==> src/rtl/opnd_addr_gen.sv <==
module opnd_addr_gen #(
  parameter int REGS    = 16,
  parameter int RW      = 32,
  parameter int AW      = 24,
  parameter int DW      = 12,
  localparam int SELW   = $clog2(REGS)
) (
  input  logic            clk,
  input  logic            rst_n,
  input  logic            wr_en,
  input  logic [SELW-1:0] wr_sel,
  input  logic [RW-1:0]   wr_data,
  input  logic            start,
  input  logic [SELW-1:0] base_sel,
  input  logic [SELW-1:0] index_sel,
  input  logic [DW-1:0]   disp,
  input  logic [1:0]      op_size,
  output logic [AW-1:0]   addr_out,
  output logic            addr_valid,
  output logic            misalign
);

  logic [RW-1:0] gpr [REGS];
  logic [AW-1:0] base_term, index_term, sum;
  logic [2:0]    low_mask;

  always_ff @(posedge clk or negedge rst_n) begin
    if (!rst_n) begin
      for (int i = 0; i < REGS; i++) gpr[i] <= '0;
    end else if (wr_en) begin
      gpr[wr_sel] <= wr_data;
    end
  end

  assign base_term  = (base_sel  == '0) ? '0 : gpr[base_sel][AW-1:0];
  assign index_term = (index_sel == '0) ? '0 : gpr[index_sel][AW-1:0];
  assign sum        = base_term + index_term + AW'(disp);

  always_comb begin
    case (op_size)
      2'd0:    low_mask = 3'b000;
      2'd1:    low_mask = 3'b001;
      2'd2:    low_mask = 3'b011;
      default: low_mask = 3'b111;
    endcase
  end

  always_ff @(posedge clk or negedge rst_n) begin
    if (!rst_n) begin
      addr_out   <= '0;
      addr_valid <= 1'b0;
      misalign   <= 1'b0;
    end else begin
      addr_valid <= start;
      if (start) begin
        addr_out <= sum;
        misalign <= |(sum[2:0] & low_mask);
      end
    end
  end

endmodule


==> config.mk <==
export PLATFORM = sky130hd
export DESIGN_NAME = opnd_addr_gen
export DESIGN_NICKNAME = d
export VERILOG_FILES = /design/src/rtl/opnd_addr_gen.sv
export SDC_FILE = /design/constraint.sdc
export NUM_CORES = 1
export LEC_CHECK = 0
export CAP_MARGIN = 20
export CORE_MARGIN = 4
export CORE_UTILIZATION = 30
export CTS_CLUSTER_SIZE = 40
export DETAILED_ROUTE_END_ITERATION = 6
export MAX_ROUTING_LAYER = met4
export PLACE_DENSITY_LB_ADDON = 0.25
export SYNTH_ARGS = -nofsm -noshare
export SYNTH_HDL_FRONTEND = slang
export SYNTH_SLANG_ARGS = --single-unit
==> constraint.sdc <==
create_clock -name clk -period 6.1 [get_ports clk]
set_clock_uncertainty 0.15 [all_clocks]
set_input_delay 0.915 -clock clk [delete_from_list [all_inputs] [get_ports clk]]
set_output_delay 0.915 -clock clk [all_outputs]
set_load 0.01 [all_outputs]
Yosys cells after proc, flatten, opt, wreduce, memory -nomap -nowiden:

Index checks and enable logic that the tools add are counted.

* bits in latches: 0
* register bits: 538
* logic and storage cells: 48
* memory bits (writable): 0
* bits in read-only memories: 0
* memories kept: 0
* output and inout port bits: 26

* multiply operators: 0
* div/mod/pow operators: 0
* bitwise logic cells: 4
* mux-type cells: 12
* $add $sub $neg: 2
* order comparisons: 4
* reduce and logical (&&, ||, !) cells: 5
* eq/ne operators: 2
* shift operators: 0

Operators with widths (number)
* 512-bit bitwise mux: 1
* 32-bit binary-select mux with 4-bit select: 2
* 24-bit 2-to-1 mux: 6
* 32-bit demux with 4-bit select: 1
* 32-bit 2-to-1 mux: 1
* 24-bit by 12-bit adder with 24-bit output: 1
* 24-bit adder: 1
* 5-bit greater-or-equal comparator (second input constant): 3
* 4-bit inverter with 5-bit output: 3
* 3-bit one-hot mux with 3 select lines: 1
* 4-bit zero test: 2
* 5-bit by 1-bit < comparator with 1-bit output (second input constant): 1
* 3-bit bitwise AND: 1
* 3-bit OR reduction: 1
* 2-bit by 1-bit == test with 1-bit output (second input constant): 1
* 2-bit == test (second input constant): 1
* 2-bit zero test: 1
* 1-bit logical AND: 1

Logic depth before layout (Yosys ltp):

Gate-level depths: netlist of run 1.

* word-level depth: 9
* gate-level depth with buffers: 19
* mapped depth without buffers: 15

Worst setup path after synthesis of run 1:

Ideal clock, no wire load.

* path type: input to register
* from: input index_sel[0]
* to: register addr_out[15]
* path slack: 527 ps
* path buffers: 3
* stages on the path: 17
* setup time: 126 ps
* arrival time: 5297 ps
* data required time: 5824 ps
* cells stage by stage: buf_2 -> buf_2 -> buf_2 -> mux4_2 -> mux4_2 -> and2_1 -> fa_1 -> ha_1 -> inv_1 -> fa_1 -> nor2b_4 -> o31a_1 -> o31a_1 -> a311o_1 -> a31o_1 -> a21o_1 -> a221o_1

* word-level cells in the longest chain between the ends: 7
* elaborated cells on any way between the ends: 8
* those cells by class: 2 x add/sub; 4 x mux; 1 x bitwise; 1 x reduce/logical

Ends and longest elaborated chain
* from (decl): RTL line 15 `input logic [SELW-1:0] index_sel,`
* 4-bit inverter with 5-bit output (not written as such): RTL line 36 `assign index_term = (index_sel == '0) ? '0 : gpr[index_sel][AW-1:0];`
* 32-bit binary-select mux with 4-bit select: RTL line 36
* 24-bit 2-to-1 mux (not written as such) (2 in series): RTL line 36
* 24-bit 2-to-1 mux *: RTL line 36
* 24-bit adder *: RTL line 37 `assign sum = base_term + index_term + AW'(disp);`
* 24-bit by 12-bit adder with 24-bit output *: RTL line 37
* to (signal assigned): RTL line 56 `addr_out <= sum;`
* to (decl): RTL line 18 `output logic [AW-1:0] addr_out,`

Every way passes the cells marked *; elsewhere a longest branch is shown, timed or not. The select of a mux whose other input is x is not followed.
A chain may end at the register's enable or synchronous reset.

Worst setup path in the final report of run 1:

* from: input base_sel[1]
* to: register addr_out[15]

* word-level cells in the longest chain between the ends: 7
* elaborated cells on any way between the ends: 8
* those cells by class: 2 x add/sub; 4 x mux; 1 x bitwise; 1 x reduce/logical

Ends and longest elaborated chain
* from (decl): RTL line 14 `input logic [SELW-1:0] base_sel,`
* 4-bit inverter with 5-bit output (not written as such): RTL line 35 `assign base_term = (base_sel == '0) ? '0 : gpr[base_sel][AW-1:0];`
* 32-bit binary-select mux with 4-bit select: RTL line 35
* 24-bit 2-to-1 mux (not written as such) (2 in series): RTL line 35
* 24-bit 2-to-1 mux *: RTL line 35
* 24-bit adder *: RTL line 37
* 24-bit by 12-bit adder with 24-bit output *: RTL line 37

Marks and branches as above.

==> impl_metrics.py, run 1 <==
metrics = {
    "run_status": {
        "run_status": "completed",
    },
    "worst_setup_path": {
        "worst_ep_arrival_time_ps": 5380,
        "timing.critical_path.to_type": "flop",
        "crit_type": "in -> reg",
        "worst_reg_to_reg_setup_slack_ps": 1420,
        "cp_data_required_time_ps": 6410,
        "worst_r2r_path_depth": 14,
        "worst_r2r_endpoint": "addr_out[19]$_DFFE_PN0P_",
        "critical_path_peak_fanout": 20,
        "timing.critical_path.from_type": "input port",
        "crit-reg2reg-launch": "gpr[1]$_DFFE_PN0P_",
    },
    "floorplanning": {
        "die-height_um": 284,
        "die_x_um": 284,
        "placement_rows": 101,
        "initial_utilization": 0.302,
        "die-area_mm2": 0.0807,
        "boundaryPins": 88,
        "core_mm2": 0.0758,
    },
    "sta": {
        "max_slew_margin": 0.238,
        "drv_slew": 0,
        "unrepaired_setup_endpoints_after_global_routing": "false",
        "finalHoldViolations": 0,
        "minimum_clock_period_after_layout_ps": 5070,
        "finalHoldWorstSlack_ps": 180,
        "worstMarginPinSlew_ps": 1140,
        "report.final.setup_viol": 0,
        "min_period_over_period": 0.832,
        "setup_total_negative_slack_ps": 0,
        "max_freq_mhz": 197,
    },
    "final_layout": {
        "num-fill-cells": 7252,
        "post_route_cells_drive_above_1_share": 0.482,
        "layout.area.seq_mm2": 0.0103,
        "multiInputGateArea_mm2": 0.0121,
        "num-nets-final": 1702,
        "layout_area_growth_over_synthesis_pct": 15.8,
    },
    "yosys": {
        "syn_nets": 1640,
        "synthesis.yosys.warnings": 0,
        "post_synth.cell_area_avg_um2": 14.9,
        "synth-main-ff-cell": "dfrtp_1",
        "postSynthCellCount": 1532,
        "postSynth.asyncResetShare": 1.00,
        "syn-cell-area_mm2": 0.0229,
        "yosysSeqAreaShare": 0.448,
        "synth.ff_latch_count": 410,
        "synthDistinctLibCells": 60,
        "synth_enable_flop_cells": 0,
    },
    "global_route": {
        "grt-ovfl-total": 0,
        "antenna_found_initial": 3,
        "grt_util_all_layers": 0.175,
        "grt_max_degree": 129,
        "grt_pass1_vias": 15200,
        "grt_pass1_wl_mm": 103,
    },
    "place": {
        "dpl.hpwl_mm": 43.7,
        "globalplace.congestion": 0.776,
        "numPortBuffers": 79,
    },
    "detailed_routing": {
        "total_via_count_after_detailed_routing": 14100,
        "dr.first_iter.drc_count": 902,
        "routed_wirelength_mm": 68.7,
        "antenna_left": 0,
        "drc": 0,
        "route.detailed.wl_per_inst_um": 26.4,
        "detail_route.vias_per_cell": 5.40,
        "drt-pass1-iter-count": 5,
    },
    "clocking": {
        "post_cts_buffers": 0,
        "clock_sink_count": 410,
        "cts-root-buf": "clkbuf_16",
        "cts_resized": 0,
        "clock_latency_of_the_later_clocked_register_in_the_worst_skew_pair_ps": 580,
        "cts.path.max_buffers": 3,
        "cts_made_buffers": 46,
        "post_cts_hold_buffer_count": 0,
        "cts.htree.levels": 2,
        "cts_tree": "yes",
        "clk_pin_slew_ps": 60,
    },
    "pwr": {
        "power_per_cell_area_mw_per_mm2": 369,
        "p_leak_nw": 10.9,
        "irDropWorstVdd_mv": 0.177,
    },
    "flow_run": {
        "count_of_max_cap_constraint_violations": 0,
    },
    "hold_path": {
        "min_path_type": "in -> async",
    },
}
==> cells in the final DEF, fill, tap and decap left out, drive strengths merged, types with 6 or more instances in the layout <==
master and n:
nor3 18, fa 13, a21o 18, xnor2 7, mux4 214, nand2 28, o22ai 8, nand3 8
or3 6, nor2 20, buf 79, a21oi 35, nand2b 6, clkbuf 72, o221ai 8, mux2 401
mux2i 27, o21ai 23, and2 32, dfrtp 410, o21a 6, clkdlybuf4s50 70, ha 33, clkinv 6
inv 19
==> report_power, final <==
group | internal, mW | switching [mW] | total (mW)
Combinational | 1.81 | 1.35 | 3.17
Clock | 1.61 | 1.13 | 2.74
Sequential | 3.41 | 0.455 | 3.86
Total | 6.83 | 2.94 | 9.77
==> logic make-up after synthesis <==
group,count (synthesis),synth area share
compound gates,128,0.0374
xor+xnor,12,0.00459
fa+ha+maj,46,0.0294
buf+inv,153,0.0273
flops,410,0.448
mux,642,0.420
simple gates,141,0.0330
==> per-layer routing <==
layer	track usage	part of all wire
met1	0.230	0.44
met2	0.280	0.48
met3	0.0387	0.052
met4	0.0428	0.023
met5	-	0
==> area by class of cell <==
| cell class | instances | share of cell area |
|---|---|---|
| multi-input cells | 969 | 0.455 |
| clock inverters | 9 | 0.00373 |
| diodes | 2 | 0.000189 |
| well taps | 978 | 0.0462 |
| inverters | 18 | 0.00255 |
| flip-flops and latches | 410 | 0.387 |
| repair buffers | 149 | 0.0535 |
| clock buffers | 72 | 0.0513 |
==> cells in the mapped netlist (all sizes together), types with 3 or more instances <==
cell	number	area (µm²)
a211oi	3	22.5
a21o	18	136
a21oi	35	179
a221o	5	51.3
and2	32	201
and3	4	25.0
buf	40	201
clkbuf	95	357
dfrtp	410	10300
fa	13	260
ha	33	413
inv	18	67.6
mux2	401	4520
mux2i	27	270
mux4	214	4820
nand2	28	105
nand2b	6	37.5
nand3	8	40.0
nand4	5	31.3
nor2	20	75.1
nor2b	4	32.5
nor3	18	90.1
o21a	6	45.0
o21ai	23	115
o221ai	8	70.1
o22ai	8	50.1
o31ai	4	30.0
or3	6	38.8
or4	4	33.8
xnor2	7	61.3
xor2	5	43.8
==> critical path: stages <==
cell	delay [ps]
buf_4	330
nand2b_1	450
o21ai_0	380
a21oi_1	110
nor3_1	580
fa_1	530
ha_1	380
a21oi_1	210
o21ai_0	170
and2_2	240
a311o_1	350
a31o_1	240
a21o_1	180
a221o_1	280
==> flip-flops by register name (all words and copies together) (netlist names) <==
register	cells
misalign	1
addr_valid	1
addr_out	24
gpr	384
==> worst max path at each step <==
stage            startpoint                       end  slack (ps)  cells past startpoint
2_1_floorplan  index_sel[0]  addr_out[15]$_DFFE_PN0P_         530                     17
6_report        base_sel[1]  addr_out[15]$_DFFE_PN0P_        1030                     14
3_5_place_dp   index_sel[0]  addr_out[19]$_DFFE_PN0P_         410                     15
5_1_grt        index_sel[0]  addr_out[20]$_DFFE_PN0P_         840                     15
3_3_place_gp    base_sel[1]  addr_out[15]$_DFFE_PN0P_         280                     16
4_1_cts        index_sel[0]  addr_out[19]$_DFFE_PN0P_        1030                     15
==> metrics by stage <==
step           instances  worst slack, ps   util  instance area, µm²  total power, mW
5_1_grt             2607              839  0.349               26500             10.4
3_3_place_gp        2521              283  0.329               25000             6.98
6_report            2607             1030  0.349               26500             9.77
4_1_cts             2604             1030  0.349               26500             9.90
3_5_place_dp        2523              413  0.330               25000             7.09
2_1_floorplan       1532              527      -               22900             6.02
Power figures use the tool's default switching activity.
==> inputs of run 2 (changes only) <==
==> constraint.sdc (replaced) <==
create_clock -name clk -period 4.7 [get_ports clk]
set_clock_uncertainty 0.15 [all_clocks]
set_input_delay 0.705 -clock clk [delete_from_list [all_inputs] [get_ports clk]]
set_output_delay 0.705 -clock clk [all_outputs]
set_load 0.01 [all_outputs]
==> run 2 against run 1 <==
  * The run now ends with negative hold slack left
  * Combinational power grew 41%
  * Final cell count grew 3.8%
  * Utilization grew 1.3 points
  * Worst hold slack lost 180 ps
  * Sequential power grew 30%
  * Die area is the same
  * Setup slack lost 810 ps
  * Critical endpoint unchanged
==> impl_metrics.py, run 2 (same netlist as run 1, synthesis figures left out) <==
metrics = {
    "worst_setup_path": {
        "worst_reg_to_reg_setup_slack_ps": 260,
        "worst_r2r_endpoint": "addr_out[15]$_DFFE_PN0P_",
        "cp_data_required_time_ps": 5010,
        "timing.critical_path.to_type": "flop",
        "worst_ep_arrival_time_ps": 4790,
        "worstSetupStartpoint": "index_sel[1]",
        "timing.critical_path.from_type": "input port",
        "critical_path_peak_fanout": 16,
        "crit_type": "in -> reg",
        "crit_end": "addr_out[15]$_DFFE_PN0P_",
        "crit-reg2reg-launch": "gpr[1]$_DFFE_PN0P_",
        "worst_r2r_path_depth": 14,
    },
    "final_layout": {
        "largest_reg_flops": 384,
        "post_route_cells_drive_above_1_share": 0.520,
        "commonest_cells_after_routing_fill_and_taps_aside": "410 x dfrtp_1, 400 x mux2_2, 214 x mux4_2",
        "layout_area_growth_over_synthesis_pct": 20.2,
        "layoutNonFillerInstCount": 2707,
        "most_flop_heavy_register": "gpr",
        "layout.area.seq_mm2": 0.0103,
        "reg.largest.list": "gpr (384), addr_out (24)",
        "num-fill-cells": 7217,
        "multiInputGateArea_mm2": 0.0121,
        "num-nets-final": 1803,
        "final_common_cell": "dfrtp_1",
    },
    "sta": {
        "max_freq_mhz": 223,
        "drv_slew": 0,
        "worstMarginPinSlew_ps": 1110,
        "max_slew_margin": 0.260,
        "report.final.setup_viol": 0,
        "unrepaired_setup_endpoints_after_global_routing": "false",
        "finalHoldViolations": 2,
        "finalHoldWorstSlack_ps": -1.07,
        "min_period_over_period": 0.954,
        "minimum_clock_period_after_layout_ps": 4480,
    },
    "global_route": {
        "grt_max_degree": 117,
        "grt-ovfl-total": 0,
        "grt_pass1_wl_mm": 104,
        "antenna_found_initial": 6,
        "grt_pass1_vias": 15500,
        "grt_util_all_layers": 0.175,
    },
    "hold_path": {
        "min_path_type": "in -> async",
    },
    "detailed_routing": {
        "antenna_left": 0,
        "total_via_count_after_detailed_routing": 14300,
        "route.detailed.wl_per_inst_um": 25.3,
        "dr.first_iter.drc_count": 1010,
        "routed_wirelength_mm": 68.4,
        "drc": 0,
        "drt-pass1-iter-count": 4,
        "detail_route.vias_per_cell": 5.30,
    },
    "clocking": {
        "cts-root-buf": "clkbuf_16",
        "cts_tree": "yes",
        "clock_latency_of_the_later_clocked_register_in_the_worst_skew_pair_ps": 580,
        "cts.htree.levels": 2,
        "cts_made_buffers": 47,
        "cts_resized": 0,
        "post_cts_hold_buffer_count": 0,
        "clock_sink_count": 410,
        "cts.path.max_buffers": 3,
        "post_cts_buffers": 0,
        "clk_pin_slew_ps": 60,
    },
    "floorplanning": {
        "die-height_um": 284,
        "boundaryPins": 88,
        "initial_utilization": 0.302,
        "placement_rows": 101,
        "die-area_mm2": 0.0807,
        "core_mm2": 0.0758,
        "die_x_um": 284,
    },
    "pwr": {
        "power_mw": 13.3,
        "power_per_cell_area_mw_per_mm2": 482,
        "irDropWorstVdd_mv": 0.284,
        "p_leak_nw": 11.5,
    },
    "run_status": {
        "run_status": "complete, but fails checks",
        "violations": "negative hold slack",
    },
    "place": {
        "numPlacedInstances": 2624,
        "numPortBuffers": 79,
        "globalplace.congestion": 0.791,
        "dpl.hpwl_mm": 44.4,
    },
    "flow_run": {
        "count_of_max_cap_constraint_violations": 0,
    },
}
-- run 2: cell types whose count changed in the layout (fill, tap and decap cells not counted), sizes merged --
cell and change:
clkbuf -2, bufinv +2, buf +100, diode -1, clkinv +2, inv -1
-- run 2: layout make-up --
| cell class | instances | share of cell area |
|---|---|---|
| clock inverter | 12 | 0.00596 |
| clock buffer | 70 | 0.0511 |
| tap | 978 | 0.0445 |
| sequential | 410 | 0.373 |
| inverter | 18 | 0.00246 |
| timing repair buffer | 249 | 0.0833 |
| multi-input combinational | 969 | 0.440 |
| antenna | 1 | 0.0000910 |
-- run 2: through the flow --
| stage | setup TNS, ps | utilization | hold slack, ps | area, µm² | setup WS (ps) |
|---|---|---|---|---|---|
| 2_1_floorplan | -1020 | - | 259 | 23100 | -205 |
| 3_3_place_gp | -5620 | 0.342 | 315 | 25900 | -497 |
| 3_5_place_dp | -5520 | 0.342 | 323 | 25900 | -481 |
| 4_1_cts | 0 | 0.362 | 40.3 | 27500 | 127 |
| 5_1_grt | 0 | 0.363 | 66.0 | 27500 | 0.361 |
| 6_report | 0 | 0.363 | -1.07 | 27500 | 216 |
-- run 2: power breakdown --
part | switching, mW | internal, mW | total, mW
logic | 1.81 | 2.67 | 4.48
clock network | 1.50 | 2.27 | 3.77
registers | 0.593 | 4.42 | 5.01
-- run 2: worst max-delay path: stages --
cell     delay [ps]
buf_4           300
buf_4           350
mux4_2          360
mux4_2          460
nand2_1         110
fa_1            410
inv_1            60
ha_1            230
nor2b_4         130
o31a_1          260
o31a_1          310
a311o_1         360
a31o_1          240
a21o_1          180
a221o_1         280
-- run 2: worst min-delay path by stage --
stage,from,endpoint,slack [ps],depth (start not counted)
after detailed placement,addr_out[5]$_DFFE_PN0P_,addr_out[5]$_DFFE_PN0P_,320,1
final,rst_n,addr_out[7]$_DFFE_PN0P_,-1,1
after CTS,rst_n,addr_out[7]$_DFFE_PN0P_,40,1
after global placement,addr_out[2]$_DFFE_PN0P_,addr_out[2]$_DFFE_PN0P_,320,2
after floorplan,rst_n,addr_out[0]$_DFFE_PN0P_,260,0
after global routing,rst_n,addr_out[7]$_DFFE_PN0P_,70,1
-- run 2: layer usage --
layer / share of wire / global-route usage / vias to the layer above
li1: - / - / 6257
met1: 0.44 / 0.228 / 7720
met2: 0.49 / 0.287 / 283
met3: 0.047 / 0.0329 / 81
met4: 0.021 / 0.0400 / 0
met5: 0 / - / -
